<file path="config.mk">
export PLATFORM = sky130hd
export DESIGN_NAME = txt_cursor_overlay
export DESIGN_NICKNAME = d
export VERILOG_FILES = /design/src/rtl/ovl_pkg.sv /design/src/rtl/ovl_blink_div.sv /design/src/rtl/ovl_cursor_win.sv /design/src/rtl/ovl_attr_mix.sv /design/src/rtl/txt_cursor_overlay.sv
export SDC_FILE = /design/constraint.sdc
export NUM_CORES = 1
export LEC_CHECK = 0
export BUFFER_PORTS_ARGS = -buffer_cell sky130_fd_sc_hd__buf_2
export CORE_ASPECT_RATIO = 1.25
export CORE_UTILIZATION = 41
export CTS_CLUSTER_DIAMETER = 40
export DETAILED_ROUTE_END_ITERATION = 12
export GPL_ROUTABILITY_DRIVEN = 0
export PLACE_DENSITY = 0.95
export SLEW_MARGIN = 0
export SYNTH_ARGS = -nofsm -noshare
export SYNTH_HDL_FRONTEND = slang
export SYNTH_HIERARCHICAL = 1
export SYNTH_SLANG_ARGS = --single-unit
</file>
<file path="constraint.sdc">
create_clock -name clk -period 2.2 [get_ports clk]
set_input_delay 0.11 -clock clk [delete_from_list [all_inputs] [get_ports clk]]
set_output_delay 0.11 -clock clk [all_outputs]
set_load 0.01 [all_outputs]
</file>
<file path="src/rtl/ovl_pkg.sv">
package ovl_pkg;
  typedef enum logic [1:0] {
    CM_STEADY = 2'b00,
    CM_HIDDEN = 2'b01,
    CM_FAST   = 2'b10,
    CM_SLOW   = 2'b11
  } crsr_mode_e;

  localparam int ATTR_REV_BIT   = 6;
  localparam int ATTR_BLINK_BIT = 5;
  localparam int ATTR_UL_BIT    = 4;

  typedef struct packed {
    logic invert;
    logic force_on;
    logic blank;
  } ovl_ctl_t;
endpackage

</file>
<file path="src/rtl/ovl_blink_div.sv">
module ovl_blink_div #(
  parameter int CNT_W    = 5,
  parameter int FAST_BIT = 3,
  parameter int SLOW_BIT = 4
) (
  input  logic clk,
  input  logic rst_n,
  input  logic frame_tick,
  output logic ph_fast,
  output logic ph_slow
);
  logic [CNT_W-1:0] cnt_q, cnt_d;

  always_comb begin
    cnt_d = cnt_q;
    if (frame_tick) cnt_d = cnt_q + 1'b1;
  end

  always_ff @(posedge clk or negedge rst_n) begin
    if (!rst_n) cnt_q <= '0;
    else if (frame_tick) cnt_q <= cnt_d;
  end

  assign ph_fast = cnt_q[FAST_BIT];
  assign ph_slow = cnt_q[SLOW_BIT];

  // count advances by one per frame pulse
  assert_cnt_step_R6: assert property (@(posedge clk) disable iff (!rst_n)
    frame_tick |=> cnt_q == CNT_W'($past(cnt_q) + 1'b1));
  // count holds between frame pulses
  assert_cnt_hold_R6: assert property (@(posedge clk) disable iff (!rst_n)
    !frame_tick |=> $stable(cnt_q));
endmodule

</file>
<file path="src/rtl/ovl_cursor_win.sv">
module ovl_cursor_win
  import ovl_pkg::*;
#(
  parameter int ADDR_W = 16,
  parameter int LINE_W = 5
) (
  input  logic [ADDR_W-1:0] cell_addr,
  input  logic [ADDR_W-1:0] crsr_addr,
  input  logic [LINE_W-1:0] scan_line,
  input  logic [LINE_W-1:0] first_line,
  input  logic [LINE_W-1:0] last_line,
  input  crsr_mode_e        mode,
  input  logic              ph_fast,
  input  logic              ph_slow,
  output logic              hit
);
  logic mode_vis, in_band, on_cell;

  always_comb begin
    unique case (mode)
      CM_STEADY: mode_vis = 1'b1;
      CM_HIDDEN: mode_vis = 1'b0;
      CM_FAST:   mode_vis = !ph_fast;
      default:   mode_vis = !ph_slow;
    endcase
  end

  assign on_cell = (cell_addr == crsr_addr);
  assign in_band = (scan_line >= first_line) && (scan_line <= last_line);
  assign hit     = mode_vis && on_cell && in_band;
endmodule

</file>
<file path="src/rtl/ovl_attr_mix.sv">
module ovl_attr_mix
  import ovl_pkg::*;
#(
  parameter int LINE_W = 5
) (
  input  logic              cell_rev,
  input  logic              cell_blink,
  input  logic              cell_ul,
  input  logic              screen_rev,
  input  logic              crsr_hit,
  input  logic              blink_off_ph,
  input  logic [LINE_W-1:0] scan_line,
  input  logic [LINE_W-1:0] ul_line,
  output ovl_ctl_t          ctl
);
  logic blanked;

  always_comb begin
    blanked      = cell_blink && blink_off_ph;
    ctl.blank    = blanked;
    ctl.force_on = cell_ul && (scan_line == ul_line) && !blanked;
    ctl.invert   = cell_rev ^ screen_rev ^ crsr_hit;
  end
endmodule

</file>
<file path="src/rtl/txt_cursor_overlay.sv">
module txt_cursor_overlay
  import ovl_pkg::*;
#(
  parameter int ADDR_W   = 16,
  parameter int LINE_W   = 5,
  parameter int CNT_W    = 5,
  parameter int FAST_BIT = 3,
  parameter int SLOW_BIT = 4
) (
  input  logic                clk,
  input  logic                rst_n,
  input  logic                frame_start,
  input  logic [ADDR_W-1:0]   cell_addr,
  input  logic [LINE_W-1:0]   scan_line,
  input  logic [7:0]          attr_byte,
  input  logic [ADDR_W-1:0]   crsr_addr,
  input  logic [LINE_W+2:0]   crsr_start_cfg,
  input  logic [LINE_W-1:0]   crsr_end_line,
  input  logic                blink_slow_sel,
  input  logic [LINE_W-1:0]   ul_line,
  input  logic                screen_rev,
  output logic                pix_invert,
  output logic                pix_force_on,
  output logic                pix_blank
);
  localparam int MODE_LSB = LINE_W;
  localparam int MODE_MSB = LINE_W + 1;

  logic       ph_fast, ph_slow, crsr_hit, blink_off_ph;
  crsr_mode_e mode;
  ovl_ctl_t   ctl_d, ctl_q;
  logic       unused_attr;

  assign unused_attr  = ^{attr_byte[7], attr_byte[3:0], crsr_start_cfg[LINE_W+2]};
  assign mode         = crsr_mode_e'(crsr_start_cfg[MODE_MSB:MODE_LSB]);
  assign blink_off_ph = blink_slow_sel ? ph_slow : ph_fast;

  ovl_blink_div #(.CNT_W(CNT_W), .FAST_BIT(FAST_BIT), .SLOW_BIT(SLOW_BIT)) u_div (
    .clk(clk), .rst_n(rst_n), .frame_tick(frame_start),
    .ph_fast(ph_fast), .ph_slow(ph_slow)
  );

  ovl_cursor_win #(.ADDR_W(ADDR_W), .LINE_W(LINE_W)) u_win (
    .cell_addr(cell_addr), .crsr_addr(crsr_addr), .scan_line(scan_line),
    .first_line(crsr_start_cfg[LINE_W-1:0]), .last_line(crsr_end_line),
    .mode(mode), .ph_fast(ph_fast), .ph_slow(ph_slow), .hit(crsr_hit)
  );

  ovl_attr_mix #(.LINE_W(LINE_W)) u_mix (
    .cell_rev(attr_byte[ATTR_REV_BIT]), .cell_blink(attr_byte[ATTR_BLINK_BIT]),
    .cell_ul(attr_byte[ATTR_UL_BIT]), .screen_rev(screen_rev),
    .crsr_hit(crsr_hit), .blink_off_ph(blink_off_ph),
    .scan_line(scan_line), .ul_line(ul_line), .ctl(ctl_d)
  );

  always_ff @(posedge clk or negedge rst_n) begin
    if (!rst_n) ctl_q <= '0;
    else        ctl_q <= ctl_d;
  end

  assign pix_invert   = ctl_q.invert;
  assign pix_force_on = ctl_q.force_on;
  assign pix_blank    = ctl_q.blank;

  // blanking wins over the underline
  assert_blank_no_ul_R10: assert property (@(posedge clk) disable iff (!rst_n)
    pix_blank |-> !pix_force_on);
  // no blink attribute, no blanking
  assert_noblink_noblank_R9: assert property (@(posedge clk) disable iff (!rst_n)
    !attr_byte[ATTR_BLINK_BIT] |=> !pix_blank);
  // underline only on its programmed line
  assert_ul_line_only_R8: assert property (@(posedge clk) disable iff (!rst_n)
    (scan_line != ul_line) |=> !pix_force_on);
  // hidden mode adds no inversion
  assert_hidden_R2: assert property (@(posedge clk) disable iff (!rst_n)
    (mode == CM_HIDDEN && !attr_byte[ATTR_REV_BIT] && !screen_rev) |=> !pix_invert);
  // empty line window adds no inversion
  assert_empty_band_R5: assert property (@(posedge clk) disable iff (!rst_n)
    (crsr_start_cfg[LINE_W-1:0] > crsr_end_line && !attr_byte[ATTR_REV_BIT] && !screen_rev)
      |=> !pix_invert);
endmodule

</file>
* Yosys cells after proc, flatten, opt, wreduce, memory -nomap -nowiden
Index checks and enable logic that the tools add are counted.
Operators by class: add/subtract/negate cells 1, multiply operators 0, divide/modulo/power cells 0, magnitude comparators 2, eq/ne operators 4, shift operators 0, mux-type cells 2, bitwise gates (word level) 2, reduce and logical (&&, ||, !) cells 10
Operators by type and width (number):
- 16-bit equality test | 1
- 1-bit logical AND | 6
- 5-bit by 1-bit adder with 5-bit output, second input constant | 1
- 5-bit equality test | 1
- 5-bit >= comparator | 1
- 5-bit less-or-equal comparator | 1
- 1-bit logical NOT | 3
- 1-bit case mux with 3 select lines | 1
- 2-bit by 1-bit equality test with 1-bit output, second input constant | 1
- 2-bit equality test, second input constant | 1
- 2-bit logical NOT | 1
- 1-bit XOR | 2
- 1-bit 2-to-1 mux | 1
Word-level totals: register bits 8, bits in latches 0, memory bits (writable) 0, memory bits (read-only) 0, logic and storage cells 25, memories kept 0

* Longest topological paths before layout
depth in word-level cells 5, depth in mapped cells 8

* Cells and area by module
Netlist, hierarchy kept.
Modules (own cells, without submodules):
- ovl_cursor_win | instances 1, cells an instance 59, area each 455.4 um^2, sequential area each 0.0 um^2
- ovl_blink_div | instances 1, cells an instance 14, area each 200.2 um^2, sequential area each 125.1 um^2
- ovl_attr_mix | instances 1, cells an instance 11, area each 96.3 um^2, sequential area each 0.0 um^2
- txt_cursor_overlay | instances 1, cells an instance 4, area each 90.1 um^2, sequential area each 75.1 um^2

* Worst setup path before layout
OpenSTA, ideal clock, no wires.
kind input to register, from in crsr_end_line[2], to reg ctl_q, in the netlist pix_invert, setup time 80 ps, data arrival time 1441 ps, path slack 680 ps, cell stages on the path 8, path through inv_1 ha_1 a21oi_1 o21a_1 o21ai_0 a2111oi_2 xnor2_1 xnor2_1
RTL lines:
- from (decl) | RTL line txt_cursor_overlay.sv:18 | input logic [LINE_W-1:0] crsr_end_line,
- to (signal assigned) | RTL line txt_cursor_overlay.sv:58 | else ctl_q <= ctl_d;
- to (decl) | RTL line txt_cursor_overlay.sv:31 | ovl_ctl_t ctl_d, ctl_q;

==> out/qor.csv <==
metric;value;unit
Leakage;0.6547;nW
Die ar.;2240;µm²
Synth Register Bits;8;
setup TNS after final layout;0;ns
WL final;1971;µm
Pwr Total;0.6450;mW
critical path, cell by cell;buf_2 -> ha_1 -> a21oi_1 -> o21a_1 -> o21ai_0 -> a2111oi_2 -> xnor2_1 -> xnor2_1;
Synth Cell Area;842.1;µm²
Buf/Inv on CP;1;
Area Overhead vs Synth;43.83;%
endpoints failing hold;0;
Slew headroom;0.7870;
core area;1851;µm²
die height;52.67;µm
vias in the first global route;901;
MaxCap Viol Count;0;
syn_area_per_cell;9.569;µm²
Max H-tree Level;1;
sequential area share after synthesis;0.2377;
post-layout min period;1.498;ns
Psw;0.2235;mW
Switching Fraction;0.3465;
FMAX;0.6674;GHz
first-pass GRT wire length;3263;µm
via density per instance;5.006;
Starting DRT DRC Count;7;
largest net degree at the start of global routing;9;
most frequent cells in the layout;buf_2 (64), xor2_1 (18), ha_1 (11), xnor2_1 (9), inv_1 (9);
largest cells by area after synthesis;dfrtp_1 (24%), xor2_1 (19%), ha_1 (16%);
Worst-Skew Late Latency;0.25;ns
Tot GR Track Use;0.1915;
pwr dens;532.6;nW/µm²
Inst Count DP;170;
Synth top area share;0.2377;
Crit path top cell by count;xnor2_1;
Initial Util;0.4550;
Clock Root Buffer;clkbuf_4;
Crit path max-delay family;compound AO/OA/AOI/OAI gates;
port bufs;64;
WP data required;2.37;ns
status;completed;
Die W;42.54;µm
Cells after Synth;88;
area leader, netlist;dfrtp_1;
CP max stage cell;a2111oi_2;
CTS tree;yes;
sequential fraction of design power;0.403;
FP Rows;17;
Critical Path AT;1.67;ns
most common cell after layout, fill and taps aside;buf_2;
First-pass DRT Iterations;4;
post-detail-place hpwl;1773;µm
Logic pwr share;0.421;
Reg clk slew, reported paths;0.06;ns
Max VDD drop;339.1;µV
Fin Clk Skew;0.001963;ns
CTS resizes;0;
Hold WC Path Type;in2reg;
fin area;1211;µm²
CTS hold repair buffers;1;
initial antenna violation count;0;
DR vias;871;
post-synth cell types;22;
Critical Path Start Type;primary input;
clock power share;0.176;
WL per Instance;11.33;µm
Sink Count;8;
Net Count, Synth;167;
Slew Viols, Final;0;
clock buffer depth;2;
final antenna diode count;0;
Crit. End Element;flip-flop;
CTS buffer count;3;
Layout Cells excl Fill;174;
Worst path max stage delay;0.41;ns
# IOs;71;
final setup fails;0;
Crit Path Class;in2reg;
warnings from Yosys;6;
Nets;236;
Final Cycle Share;0.6811;
dpl cell area;1179;µm²
Post-route DRC;0;
GR Overflow Total;0;
Pint;0.4215;mW
Post-DRT Antenna Nets;0;
post-route core utilization;0.6545;
Setup Fix Bufs, Post-CTS;0;
Slew @ Worst Pin;0.3189;ns
share of layout cells above drive strength 1;0.4774;
CP max FO;3;
RSZ-0062 raised after global routing;no;
[power groups by stage]
stage | sequential (mW) | clock [mW] | combinational, mW
detailed placement | 0.256 | 0 | 0.271
finish | 0.260 | 0.113 | 0.272
floorplan | 0.248 | 0 | 0.165
global route | 0.265 | 0.123 | 0.301
CTS | 0.258 | 0.113 | 0.275
global placement | 0.250 | 0 | 0.244
[worst register-to-register path, delay by kind of cell, from the launching register on]
family                    cells  cell delay [ns]
AOI/OAI and AO/OA             3             0.62
DFF                           1             0.42
xor gates and xnor gates      2             0.32
[cell usage after synthesis]
library cell  count
o21ai_0           4
nand2_1           4
a21oi_1           4
a2111oi_2         1
dfrtp_1           8
mux2_4            1
inv_1             9
xnor2_1           9
nor3b_1           1
o21a_1            2
buf_4             1
nor4_1            1
ha_1             11
mux2_2            1
xor2_1           18
nor4_2            3
nand3_1           2
nor4b_2           1
nand4_1           3
and2_1            1
and3_1            1
nor2_1            2
[flip-flops by register name, summed over array words and instances, names as in the netlist]
name and count:
pix_invert 1, u_div/cnt_q 5, pix_force_on 1, pix_blank 1
[path summary, 6_finish.rpt]
kind / from / slack (ns) / endpoint / cells after the start
hold reg to reg: u_div/cnt_q[2]$_DFFE_PN0P_ / 0.52 / u_div/cnt_q[2]$_DFFE_PN0P_ / 1
max in group asynchronous: rst_n / 1.81 / u_div/cnt_q[1]$_DFFE_PN0P_ / 2
setup reg to reg: u_div/cnt_q[3]$_DFFE_PN0P_ / 0.77 / pix_invert$_DFF_PN0_ / 5
min in group asynchronous: rst_n / 0.22 / pix_blank$_DFF_PN0_ / 2
hold / removal: screen_rev / 0.05 / pix_invert$_DFF_PN0_ / 2
setup / recovery: scan_line[2] / 0.70 / pix_invert$_DFF_PN0_ / 8
[area by class of cell]
cell class	count	area [µm²]
flip-flops and latches	8	200.2
well taps	19	23.77
repair buffers	65	330.3
clock buffers	3	22.52
inverters	9	33.78
fillers	153	639.4
multi-input cells	70	600.6
[cells by family (layout without fill, tap and decap cells)]
kind of cell	count (synthesis)	count (layout)	synth area share
xor gates and xnor gates	27	27	0.2808
and+or+nand+nor	19	19	0.1545
adders and majority gates	11	11	0.1634
AOI/OAI and AO/OA	11	11	0.08320
buffers and inverters	10	77	0.04903
DFF	8	8	0.2377
muxes	2	2	0.03120
[metrics by stage]
step | hold WS [ns] | worst slack, ns
final | 0.04688 | 0.7016
after global placement | -0.04919 | 0.4992
after floorplan | -0.1856 | 0.6796
after CTS | 0.04914 | 0.6913
after global routing | 0.04586 | 0.5304
after detailed placement | -0.04297 | 0.4406
[layer usage]
metal  routed length [µm]  part of all wire  GRT usage
met1                  652              0.33     0.1677
met2                 1131              0.57     0.4103
met3                  173             0.088    0.04138
met4                   14            0.0071    0.06771
met5                    0                 0          0
Power figures use the tool's default switching activity.
